**src/rtl/busarb_pkg.sv**
```systemverilog
package busarb_pkg;
  // Index of the on-chip initiator among the requesters.
  localparam int HOST_IDX = 0;

  // Next-state choice of the grant register.
  typedef enum logic [2:0] {
    MOVE_OFF,
    MOVE_HOLD,
    MOVE_SWITCH,
    MOVE_DROP,
    MOVE_EXPIRE
  } move_e;
endpackage

```
**src/rtl/busarb_rr_pick.sv**
```systemverilog
module busarb_rr_pick #(
  parameter int N  = 3,
  parameter int IW = 2
) (
  input  logic [N-1:0]  elig,
  input  logic [IW-1:0] last,
  output logic          found,
  output logic [IW-1:0] pick
);
  int s;

  // Walk from the farthest offset to the nearest, so the nearest eligible
  // requester after "last" is the one left in pick.
  always_comb begin
    found = 1'b0;
    pick  = last;
    s     = 0;
    for (int k = N; k >= 1; k--) begin
      s = int'(last) + k;
      if (s >= N) s = s - N;
      if (elig[s]) begin
        found = 1'b1;
        pick  = IW'(s);
      end
    end
  end
endmodule

```
**src/rtl/busarb_stall_timer.sv**
```systemverilog
module busarb_stall_timer #(
  parameter int LIMIT = 16,
  parameter int CW    = 4
) (
  input  logic clk,
  input  logic rst_n,
  input  logic count_en,
  input  logic restart,
  output logic expire
);
  logic [CW-1:0] cnt_q;

  assign expire = count_en && (cnt_q == CW'(LIMIT - 1));

  always_ff @(posedge clk or negedge rst_n) begin
    if (!rst_n)
      cnt_q <= '0;
    else if (restart || !count_en || expire)
      cnt_q <= '0;
    else
      cnt_q <= cnt_q + 1'b1;
  end

  // A firing timeout always leaves the count at zero for the next window.
  assert_count_cleared_R6: assert property (@(posedge clk) disable iff (!rst_n)
    expire |=> (cnt_q == '0));
endmodule

```
**src/rtl/busarb_lockout.sv**
```systemverilog
module busarb_lockout #(
  parameter int N = 3
) (
  input  logic         clk,
  input  logic         rst_n,
  input  logic         flush,
  input  logic [N-1:0] set_vec,
  input  logic [N-1:0] req_vec,
  output logic [N-1:0] lock_vec
);
  logic [N-1:0] lock_q;

  always_ff @(posedge clk or negedge rst_n) begin
    if (!rst_n)
      lock_q <= '0;
    else if (flush)
      lock_q <= '0;
    else
      lock_q <= set_vec | (lock_q & req_vec);
  end

  assign lock_vec = lock_q;

  for (genvar i = 0; i < N; i++) begin : g_chk
    // A lock only appears after a timeout was reported for that master.
    assert_lock_source_R7: assert property (@(posedge clk) disable iff (!rst_n)
      $rose(lock_q[i]) |-> $past(set_vec[i]));
  end
endmodule

```
**src/rtl/busarb_rr.sv**
```systemverilog
module busarb_rr
  import busarb_pkg::*;
#(
  parameter int MASTERS     = 3,
  parameter int STALL_LIMIT = 16
) (
  input  logic               clk,
  input  logic               rst_n,
  input  logic               arb_en,
  input  logic [MASTERS-1:0] req_n,
  output logic [MASTERS-1:0] gnt_n,
  input  logic               frame_n,
  input  logic               irdy_n,
  output logic               ext_req_n,
  input  logic               ext_gnt_n
);
  localparam int IW = (MASTERS > 1) ? $clog2(MASTERS) : 1;
  localparam int CW = (STALL_LIMIT > 2) ? $clog2(STALL_LIMIT) : 1;

  logic [MASTERS-1:0] req, elig, lock_q, lock_set, gnt_q, gnt_d;
  logic [IW-1:0]      last_q, last_d, pick;
  logic               found, bus_idle, cur_any, cur_elig;
  logic               stall_en, restart, expire;
  move_e              move;

  assign req      = ~req_n;
  assign bus_idle = frame_n && irdy_n;
  assign elig     = req & ~lock_q;
  assign cur_any  = |gnt_q;
  assign cur_elig = cur_any && elig[last_q];

  busarb_rr_pick #(.N(MASTERS), .IW(IW)) u_pick (
    .elig  (elig),
    .last  (last_q),
    .found (found),
    .pick  (pick)
  );

  // Count idle cycles only while the grantee is actually asking for the bus.
  assign stall_en = arb_en && cur_any && bus_idle && req[last_q];
  assign restart  = (gnt_d != gnt_q);

  busarb_stall_timer #(.LIMIT(STALL_LIMIT), .CW(CW)) u_timer (
    .clk      (clk),
    .rst_n    (rst_n),
    .count_en (stall_en),
    .restart  (restart),
    .expire   (expire)
  );

  busarb_lockout #(.N(MASTERS)) u_lock (
    .clk      (clk),
    .rst_n    (rst_n),
    .flush    (!arb_en),
    .set_vec  (lock_set),
    .req_vec  (req),
    .lock_vec (lock_q)
  );

  always_comb begin
    if (!arb_en)        move = MOVE_OFF;
    else if (expire)    move = MOVE_EXPIRE;
    else if (!found)    move = MOVE_HOLD;
    else if (!bus_idle) move = MOVE_SWITCH;
    else if (cur_elig)  move = MOVE_HOLD;
    else if (cur_any)   move = MOVE_DROP;
    else                move = MOVE_SWITCH;
  end

  always_comb begin
    gnt_d    = gnt_q;
    last_d   = last_q;
    lock_set = '0;
    case (move)
      MOVE_OFF: begin
        gnt_d           = '0;
        gnt_d[HOST_IDX] = 1'b1;
        last_d          = IW'(HOST_IDX);
      end
      MOVE_SWITCH: begin
        gnt_d       = '0;
        gnt_d[pick] = 1'b1;
        last_d      = pick;
      end
      MOVE_DROP: gnt_d = '0;
      MOVE_EXPIRE: begin
        gnt_d            = '0;
        lock_set[last_q] = 1'b1;
      end
      default: ;
    endcase
  end

  always_ff @(posedge clk or negedge rst_n) begin
    if (!rst_n) begin
      gnt_q           <= '0;
      gnt_q[HOST_IDX] <= 1'b1;
      last_q          <= IW'(HOST_IDX);
    end else begin
      gnt_q  <= gnt_d;
      last_q <= last_d;
    end
  end

  for (genvar i = 0; i < MASTERS; i++) begin : g_out
    if (i == HOST_IDX) begin : g_host
      assign gnt_n[i] = arb_en ? ~gnt_q[i] : ext_gnt_n;
    end else begin : g_ext
      assign gnt_n[i] = arb_en ? ~gnt_q[i] : 1'b1;
    end
  end

  assign ext_req_n = arb_en ? 1'b1 : req_n[HOST_IDX];

  assert_single_grant_R1: assert property (@(posedge clk) disable iff (!rst_n)
    $countones(~gnt_n) <= 1);

  assert_busy_handoff_R2: assert property (@(posedge clk) disable iff (!rst_n)
    (arb_en && !bus_idle && found) |=> (gnt_q != '0));

  assert_idle_gap_R4: assert property (@(posedge clk) disable iff (!rst_n)
    (arb_en && bus_idle && gnt_q != '0) |=> (gnt_q == $past(gnt_q) || gnt_q == '0));

  assert_timeout_lock_R5: assert property (@(posedge clk) disable iff (!rst_n)
    (arb_en && expire) |=> (gnt_q == '0 && lock_q[last_q]));

  assert_parked_R8: assert property (@(posedge clk) disable iff (!rst_n)
    (arb_en && req == '0) |=> $stable(gnt_q));

  for (genvar i = 0; i < MASTERS; i++) begin : g_lock_chk
    assert_no_grant_locked_R7: assert property (@(posedge clk) disable iff (!rst_n)
      (arb_en && lock_q[i]) |=> !gnt_q[i]);
  end
endmodule

```
**config.mk**
```make
export PLATFORM = sky130hd
export DESIGN_NAME = busarb_rr
export DESIGN_NICKNAME = d
export VERILOG_FILES = /design/src/rtl/busarb_pkg.sv /design/src/rtl/busarb_rr_pick.sv /design/src/rtl/busarb_stall_timer.sv /design/src/rtl/busarb_lockout.sv /design/src/rtl/busarb_rr.sv
export SDC_FILE = /design/constraint.sdc
export NUM_CORES = 1
export LEC_CHECK = 0
export BUFFER_PORTS_ARGS = -buffer_cell sky130_fd_sc_hd__buf_2
export CAP_MARGIN = 20
export CORE_UTILIZATION = 60
export CTS_BUF_LIST = sky130_fd_sc_hd__clkbuf_4 sky130_fd_sc_hd__clkbuf_8 sky130_fd_sc_hd__clkbuf_16
export DETAILED_ROUTE_END_ITERATION = 12
export PLACE_DENSITY = 0.83
export SYNTH_ARGS = -nofsm -noshare
export SYNTH_HDL_FRONTEND = slang
export SYNTH_SLANG_ARGS = --single-unit
export TNS_END_PERCENT = 5
```
**constraint.sdc**
```tcl
create_clock -name clk -period 3.9 [get_ports clk]
set_input_delay 0.39 -clock clk [delete_from_list [all_inputs] [get_ports clk]]
set_output_delay 0.39 -clock clk [all_outputs]
set_load 0.03 [all_outputs]
```
== Word-level counts from Yosys, hierarchy flattened ==
Cells that the tools add are included.
Word-level totals
  register bits: 12
  latch bits: 0
  memory bits (writable): 0
  ROM bits: 0
  input bits: 9
  output and inout bits: 4
  logic and storage cells: 90
  memories: 0
Operators by class
  add/subtract/negate cells: 7
  multipliers: 0
  div/mod/pow operators: 0
  order comparisons: 10
  equal/unequal tests: 5
  shifts and indexed selects: 0
  muxes and demuxes: 41
  bitwise gates (word level): 8
  reductions and logical operators: 15
Operators with widths (number)
  $ge A32 B3 Y1 const B: 3
  $lt A32 B4 Y1 const B: 3
  $mux W32: 3
  $sub A32 B3 Y32 const B: 3
  $mux W1: 18
  $mux W2: 6
  $mux W3: 4
  $bmux W1 S2: 5
  $pmux W3 S3: 1
  $logic_and A1 B1 Y1: 8
  $add A2 B2 Y3 const B: 2
  $and A3 B3 Y3: 2
  $eq A3 B2 Y1 const B: 2
  $lt A2 B3 Y1 const B: 2
  $not A3 Y3: 2
  $add A4 B1 Y4 const B: 1
  $demux W1 S2: 2
  $eq A4 B4 Y1 const B: 1
  $ge A2 B1 Y1 const B: 2
  $mux W4: 1
  $pmux W2 S2: 1
  $add A2 B1 Y3 const B: 1
  $eq A3 B3 Y1 const B: 1
  $logic_not A3 Y1: 1
  8 further kinds: 11

== Depth between registers and ports, before layout ==
Gate-level depths: netlist of the first run.
  depth after elaboration: 19
  depth in mapped cells: 10
  gate-level depth less buffers: 8

== Hierarchy ==
A second synthesis of the first run with hierarchy kept.
Unflattened totals
  cells, all modules: 129
  area total of the unflattened synthesis: 1059.8 µm²
By module, submodules not included
  busarb_rr: instances 1, cells an instance 74, area an instance 569.3 µm², sequential area each 126.4 µm²
  busarb_rr_pick: instances 1, cells an instance 29, area an instance 197.7 µm², sequential area each 0.0 µm²
  busarb_stall_timer: instances 1, cells an instance 17, area an instance 191.4 µm², sequential area each 100.1 µm²
  busarb_lockout: instances 1, cells an instance 9, area an instance 101.3 µm², sequential area each 75.1 µm²

== Least setup slack after synthesis of the first run ==
OpenSTA, ideal clock, no wires.
  path kind: flip-flop to flip-flop
  start point: register last_q[0]
  end point: register u_timer.cnt_q[0]
  library setup time: 0.073 ns
  data arrival time: 2.545 ns
  data required time: 3.827 ns
  slack: 1.282 ns
  cell stages (with the launch flop): 11
  buffers on the path: 2
  period minus slack after synthesis: 2.618 ns
  cell sequence: dfrtp_1 buf_2 inv_1 ha_1 buf_6 nor4b_4 or2_0 or4_4 a311o_1 a221oi_2 nor2b_1
Between the ends
  longest elaborated chain between the ends: 19
  elaborated cells on any way between the ends: 55
  classes of those cells: add/sub: 6; order compare: 5; eq/ne: 4; mux: 31; reduce/logical: 9
RTL lines
  from (decl): RTL line busarb_rr.sv:21  | logic [IW-1:0] last_q, last_d, pick;
  from (signal assigned): RTL line busarb_rr.sv:98  | last_q <= IW'(HOST_IDX);
  from (signal assigned): RTL line busarb_rr.sv:101  | last_q <= last_d;
  branches (longest 17 deep; another with $sub A32 B3 Y32)
  $logic_or A1 B1 Y1 (*): RTL line busarb_stall_timer.sv:18  | else if (restart || !count_en || expire)
  $mux W4 (*): RTL line busarb_stall_timer.sv:18
  to (signal assigned): RTL line busarb_stall_timer.sv:21  | cnt_q <= cnt_q + 1'b1;
  to (decl): RTL line busarb_stall_timer.sv:11  | logic [CW-1:0] cnt_q;
Every way passes the cells marked *. The select of a mux whose other input is x is not followed.
A chain may end at the register's enable or synchronous reset.

== Worst setup path in the final report of the first run ==
Ends and elaborated chain as after synthesis.

==> results of run 1 <==
flip-flops by register name, indices dropped and copies added, names as in the netlist:
register	cells
last_q	2
u_timer.cnt_q	4
gnt_q	3
u_lock.lock_vec	3
power breakdown:
part / leakage (nW) / switching [mW] / total (mW) / internal (mW)
Clock: 0.0184 / 0.0377 / 0.0842 / 0.0466
Sequential: 0.162 / 0.0393 / 0.192 / 0.153
Combinational: 0.300 / 0.244 / 0.437 / 0.192
area by class of cell:
type                            instances  area [sq um]  share of cell area, %
Timing Repair Buffer                   13          70.1                   6.53
Tap cell                               16          20.0                   1.87
Inverter                                5          18.8                   1.75
Sequential cell                        12           302                   28.1
Multi-Input combinational cell         93           632                   58.9
Clock buffer                            4          30.0                   2.80
path summary, 6_finish.rpt:
path	slack (ps)	cells after the start	to
min	360	2	gnt_q[0]
max in group asynchronous	3120	2	gnt_q[0]
max reg2reg	1020	8	u_timer.cnt_q[0]
min in group asynchronous	520	2	u_timer.cnt_q[0]
min reg2reg	470	1	u_timer.cnt_q[0]
max	1020	8	u_timer.cnt_q[0]
cells by family after synthesis:
family                   after synthesis  synth area share, %
AND/OR/NAND/NOR                       53                 32.0
AO/OA/AOI/OAI                         33                 25.1
flip-flops                            12                 31.1
buffers and inverters                  7                 3.62
adder cells (fa/ha/maj)                4                 5.17
XOR/XNOR                               2                 1.81
multiplexers                           1                 1.16
cell usage in the layout, fill, tap and decap left out, drive strengths merged, types with 2 or more instances in the layout:
master  instances
nand3           4
and2            3
nand2          12
a21oi           8
inv             5
nor2b           3
clkbuf          4
nor2            6
nand2b          3
o21bai          2
nor3            3
or2             4
and3            2
or3             4
ha              4
o22ai           3
o21ai           5
nor3b           2
a31o            2
buf            12
dfrtp          11
metrics by stage:
step / area [sq um] / worst slack (ps) / hold WS [ps]
finish: 1070 / 1020 / 356
detailed placement: 1030 / 1050 / 276
global placement: 1030 / 1130 / 273
global route: 1070 / 854 / 379
floorplan: 968 / 1280 / 94.4
CTS: 1070 / 1030 / 349
layer usage:
metal  global-route usage (%)  part of all wire [%]  vias up
met4                     12.5                   1.4        0
met2                     38.5                    44       36
met5                        0                     0        -
met3                     7.33                   6.6        7
li1                         -                     -      447
met1                     36.5                    48      436
timing repair:
item,CTS,global route
endpoints found under the setup margin,0,0
hold buffers,1,0
endpoints found under the hold margin,11,0
==> results.sh, run 1 <==
export IMPL_grt_max_degree=14
export IMPL_irDropWorstVdd_v=0.000519
export IMPL_crit_required_ps=4100
export IMPL_cts_tree="built"
export IMPL_finalSetupViolations=0
export IMPL_finish_utilization_pct=71.2
export IMPL_grt_pass1_wl_mm=3.60
export IMPL_maxSlewViolCount=0
export IMPL_setup_tns_ps=0
export IMPL_io_pins=13
export IMPL_cpMaxStageDelayCell="or4_4"
export IMPL_crit_start="last_q[0]"
export IMPL_syn_inst=112
export IMPL_max_slew_margin_rel_pct=66.5
export IMPL_worstHoldStart="arb_en"
export IMPL_die_area_sq_mm=0.00178
export IMPL_num_antenna_cells=0
export IMPL_antenna_found_initial=0
export IMPL_htreeDepth=1
export IMPL_grt_overflow=0
export IMPL_core_sq_mm=0.00151
export IMPL_post_cts_resized=0
export IMPL_power_leakage_nw=0.481
export IMPL_r2r_start="last_q[0]"
export IMPL_fp_row_count=14
export IMPL_avgSynthCellArea_sq_um=8.65
export IMPL_cp_arrival_ps=3090
export IMPL_crit_type="reg -> reg"
export IMPL_synth_seq_cells=12
export IMPL_timing_final_hold_violations=0
export IMPL_drc=0
export IMPL_drive_gt1_share_pct=19.7
export IMPL_n_fill_cell=127
export IMPL_fin_crit_sh_pct=73.9
export IMPL_tightestPinTransition_ps=496
export IMPL_cp_slowest_stage_delay_ps=530
export IMPL_synthTopCellsByArea="dfrtp_1, ha_1, nand2_1"
export IMPL_start_util_pct=64.3
export IMPL_cts_sinks=12
export IMPL_num_vias=926
export IMPL_fmax_mhz=347
export IMPL_hp_class="in -> reg"
export IMPL_root_buffer="clkbuf_4"
export IMPL_synth_top_cells_by_count="nand2_1, dfrtp_1, a21oi_1"
export IMPL_drv_cap=0
export IMPL_synth_top_cell_by_area="dfrtp_1"
export IMPL_post_cts_buffers=0
export IMPL_die_x_um=42.2
export IMPL_clk_pin_slew_ps=70
export IMPL_grt_usage_pct=26.5
export IMPL_drtPass1Iterations=4
export IMPL_wl_per_cell_um=15.0
export IMPL_synth_edf_count=0
export IMPL_layout_nets=141
export IMPL_synth_distinct_cells=47
export IMPL_ys_flop_type="dfrtp_1"
export IMPL_finalWorstPathRequiredPeriod_ps=2880
export IMPL_viasPerCell=6.48
export IMPL_yosysWarnings=0
export IMPL_gp_congestion=0.927
export IMPL_dpl_cell_count=138
export IMPL_dp_hpwl_mm=1.61
export IMPL_crit_chain="inv_1 > ha_1 > nor4bb_1 > or2_0 > or4_4 > a311o_1 > a221oi_2 > nor2b_1"
export IMPL_fp_dieH_um=42.2
export IMPL_wl_mm=2.15
export IMPL_synth_top_area_share_pct=28.4
export IMPL_rsz0062_at_grt="no"
export IMPL_crit_path_start_kind="register"
export IMPL_antenna_left=0
export IMPL_syn_nets=125
export IMPL_synth_area_sq_um=968
export IMPL_clock_skew_ps=1.42
export IMPL_async_flop_share_pct=100
export IMPL_ys_seq_area_share_pct=31.1
export IMPL_clock_path_buffers=2
export IMPL_yosysMostFrequentCell="nand2_1"
export IMPL_drt_iter0_markers=30
export IMPL_grt_pass1_vias=879
export IMPL_areaGrowthSynthToFinish_pct=10.7
export IMPL_cts_buffers=3
export IMPL_status="complete, no violations"
export IMPL_power_mw=0.713
export IMPL_crit_buf_inv=1
export IMPL_crit_family="simple AND/OR/NAND/NOR gates"
export IMPL_endpoint_kind="register"
export IMPL_power_per_cell_area_mw_per_mm2=665
export IMPL_portBuffers=12
export IMPL_stdcell_count=143
export IMPL_worstSkewPairLatency_ps=270
export IMPL_path_max_fanout=13
(Power assumes the default switching activity.)
==> run 2, diff against run 1 <==
Settings changed: CORE_ASPECT_RATIO set to 1.25, CORE_UTILIZATION 60 to 56, PLACE_DENSITY 0.83 to 0.78.
Clock period 3.9 ns to 2.8 ns, I/O delays scaled along.
==> run 2 against run 1 <==
Clock power grew 59%. Via count shrank 1.5%. Die area grew 6.9%. Critical path depth is the same. Non-clock buffer count grew 2. Sequential share of layout area shrank 0.92 points.
==> results.sh, run 2 (synthesis gave the netlist of run 1 again) <==
export IMPL_grt_overflow=0
export IMPL_antenna_found_initial=0
export IMPL_viasPerCell=6.20
export IMPL_drv_cap=0
export IMPL_crit_type="reg -> reg"
export IMPL_worstSkewPairLatency_ps=270
export IMPL_grt_pass1_wl_mm=3.51
export IMPL_regMostFlops="u_timer.cnt_q"
export IMPL_clock_skew_ps=2.96
export IMPL_fmax_mhz=383
export IMPL_finalSetupViolations=0
export IMPL_r2r_end="u_timer.cnt_q[0]"
export IMPL_drt_iter0_markers=29
export IMPL_n_fill_cell=149
export IMPL_status="complete, no violations"
export IMPL_gp_congestion=0.819
export IMPL_crit_buf_inv=1
export IMPL_layout_nets=143
export IMPL_die_x_um=39.2
export IMPL_endpoint_kind="register"
export IMPL_wl_per_cell_um=15.2
export IMPL_cp_slowest_stage_delay_ps=460
export IMPL_cts_tree="built"
export IMPL_portBuffers=12
export IMPL_areaGrowthSynthToFinish_pct=14.5
export IMPL_cp_depth=8
export IMPL_cp_arrival_ps=2810
export IMPL_grt_usage_pct=25.7
export IMPL_grt_max_degree=14
export IMPL_power_leakage_nw=0.495
export IMPL_grt_pass1_vias=794
export IMPL_dp_hpwl_mm=1.69
export IMPL_num_antenna_cells=0
export IMPL_fin_ws_ps=188
export IMPL_cpMaxStageDelayCell="or4_4"
export IMPL_fin_area_sq_mm=0.00111
export IMPL_drc=0
export IMPL_post_cts_buffers=0
export IMPL_htreeDepth=1
export IMPL_core_sq_mm=0.00160
export IMPL_finalWorstPathRequiredPeriod_ps=2610
export IMPL_r2r_start="last_q[0]"
export IMPL_maxSlewViolCount=0
export IMPL_clk_pin_slew_ps=70
export IMPL_placed_area_sq_mm=0.00105
export IMPL_crit_required_ps=3000
export IMPL_rrSetupSlack_ps=190
export IMPL_power_mw=1.05
export IMPL_crit_path_start_kind="register"
export IMPL_die_area_sq_mm=0.00190
export IMPL_cts_buffers=3
export IMPL_wl_mm=2.24
export IMPL_tightestPinTransition_ps=487
export IMPL_crit_chain="buf_4 > ha_1 > nand2b_1 > o221a_1 > or4_4 > a311o_1 > a221oi_2 > nor2b_1"
export IMPL_fp_dieH_um=48.5
export IMPL_clock_path_buffers=2
export IMPL_antenna_left=0
export IMPL_path_max_fanout=8
export IMPL_dp_slack_ps=117
export IMPL_drtPass1Iterations=4
export IMPL_cts_sinks=12
export IMPL_num_vias=912
export IMPL_setup_tns_ps=0
export IMPL_power_per_cell_area_mw_per_mm2=950
export IMPL_fin_crit_sh_pct=93.3
export IMPL_crit_family="compound AO/OA/AOI/OAI gates"
export IMPL_hp_class="in -> reg"
export IMPL_final_cell_mix="nand2_1, buf_2, dfrtp_1, a21oi_1, nor2_1"
export IMPL_critPathCapture="u_timer.cnt_q[0]"
export IMPL_rr_worst_depth=8
export IMPL_start_util_pct=60.5
export IMPL_crit_start="last_q[0]"
export IMPL_largest_reg_flops=4
export IMPL_max_slew_margin_rel_pct=67.1
export IMPL_rsz0062_at_grt="no"
export IMPL_root_buffer="clkbuf_4"
export IMPL_timing_final_hold_violations=0
export IMPL_io_pins=13
export IMPL_drive_gt1_share_pct=21.7
export IMPL_fp_row_count=16
export IMPL_irDropWorstVdd_v=0.000779
## run 2: cell types whose count changed in the layout (fill, tap and decap cells not counted), sizes merged
cell / change
buf: +2
## run 2: timing repair
action,CTS,global route
endpoints found under the setup margin,0,4
hold buffers,1,0
gates resized for setup,0,2
endpoints found under the hold margin,11,0
## run 2: stage by stage
stage	utilization [%]	cells	hold WS [ps]
after CTS	68.4	147	238
after global placement	65.5	142	162
after floorplan	-	112	-15.6
after global routing	69.2	147	244
after detailed placement	65.5	142	167
final	69.2	147	240
## run 2: layout make-up
type / instances / area [sq um] / area share (%)
Multi-Input combinational cell: 93 / 644 / 58.1
Timing Repair Buffer: 15 / 85.1 / 7.67
Sequential cell: 12 / 302 / 27.2
Inverter: 5 / 18.8 / 1.69
Tap cell: 18 / 22.5 / 2.03
Clock buffer: 4 / 36.3 / 3.27
## run 2: layer usage
| layer | vias up | wire length, um | track usage (%) |
|---|---|---|---|
| met4 | 0 | 30 | 10.3 |
| met3 | 5 | 88 | 4.59 |
| li1 | 454 | - | - |
| met5 | - | 0 | 0 |
| met2 | 33 | 1120 | 41.4 |
| met1 | 420 | 996 | 32.7 |
## run 2: how the worst min path moves through the flow
stage / from / endpoint / cells after the start
final: arb_en / gnt_q[0] / 2
after global placement: rst_n / u_timer.cnt_q[2] / 1
after global routing: arb_en / gnt_q[0] / 2
after detailed placement: rst_n / u_timer.cnt_q[1] / 1
after CTS: arb_en / gnt_q[0] / 2
after floorplan: rst_n / gnt_q[1] / 0
## run 2: power breakdown
group	switching, mW	internal (mW)
logic	0.368	0.307
registers	0.0319	0.212
clock network	0.0552	0.0791
total	0.455	0.598
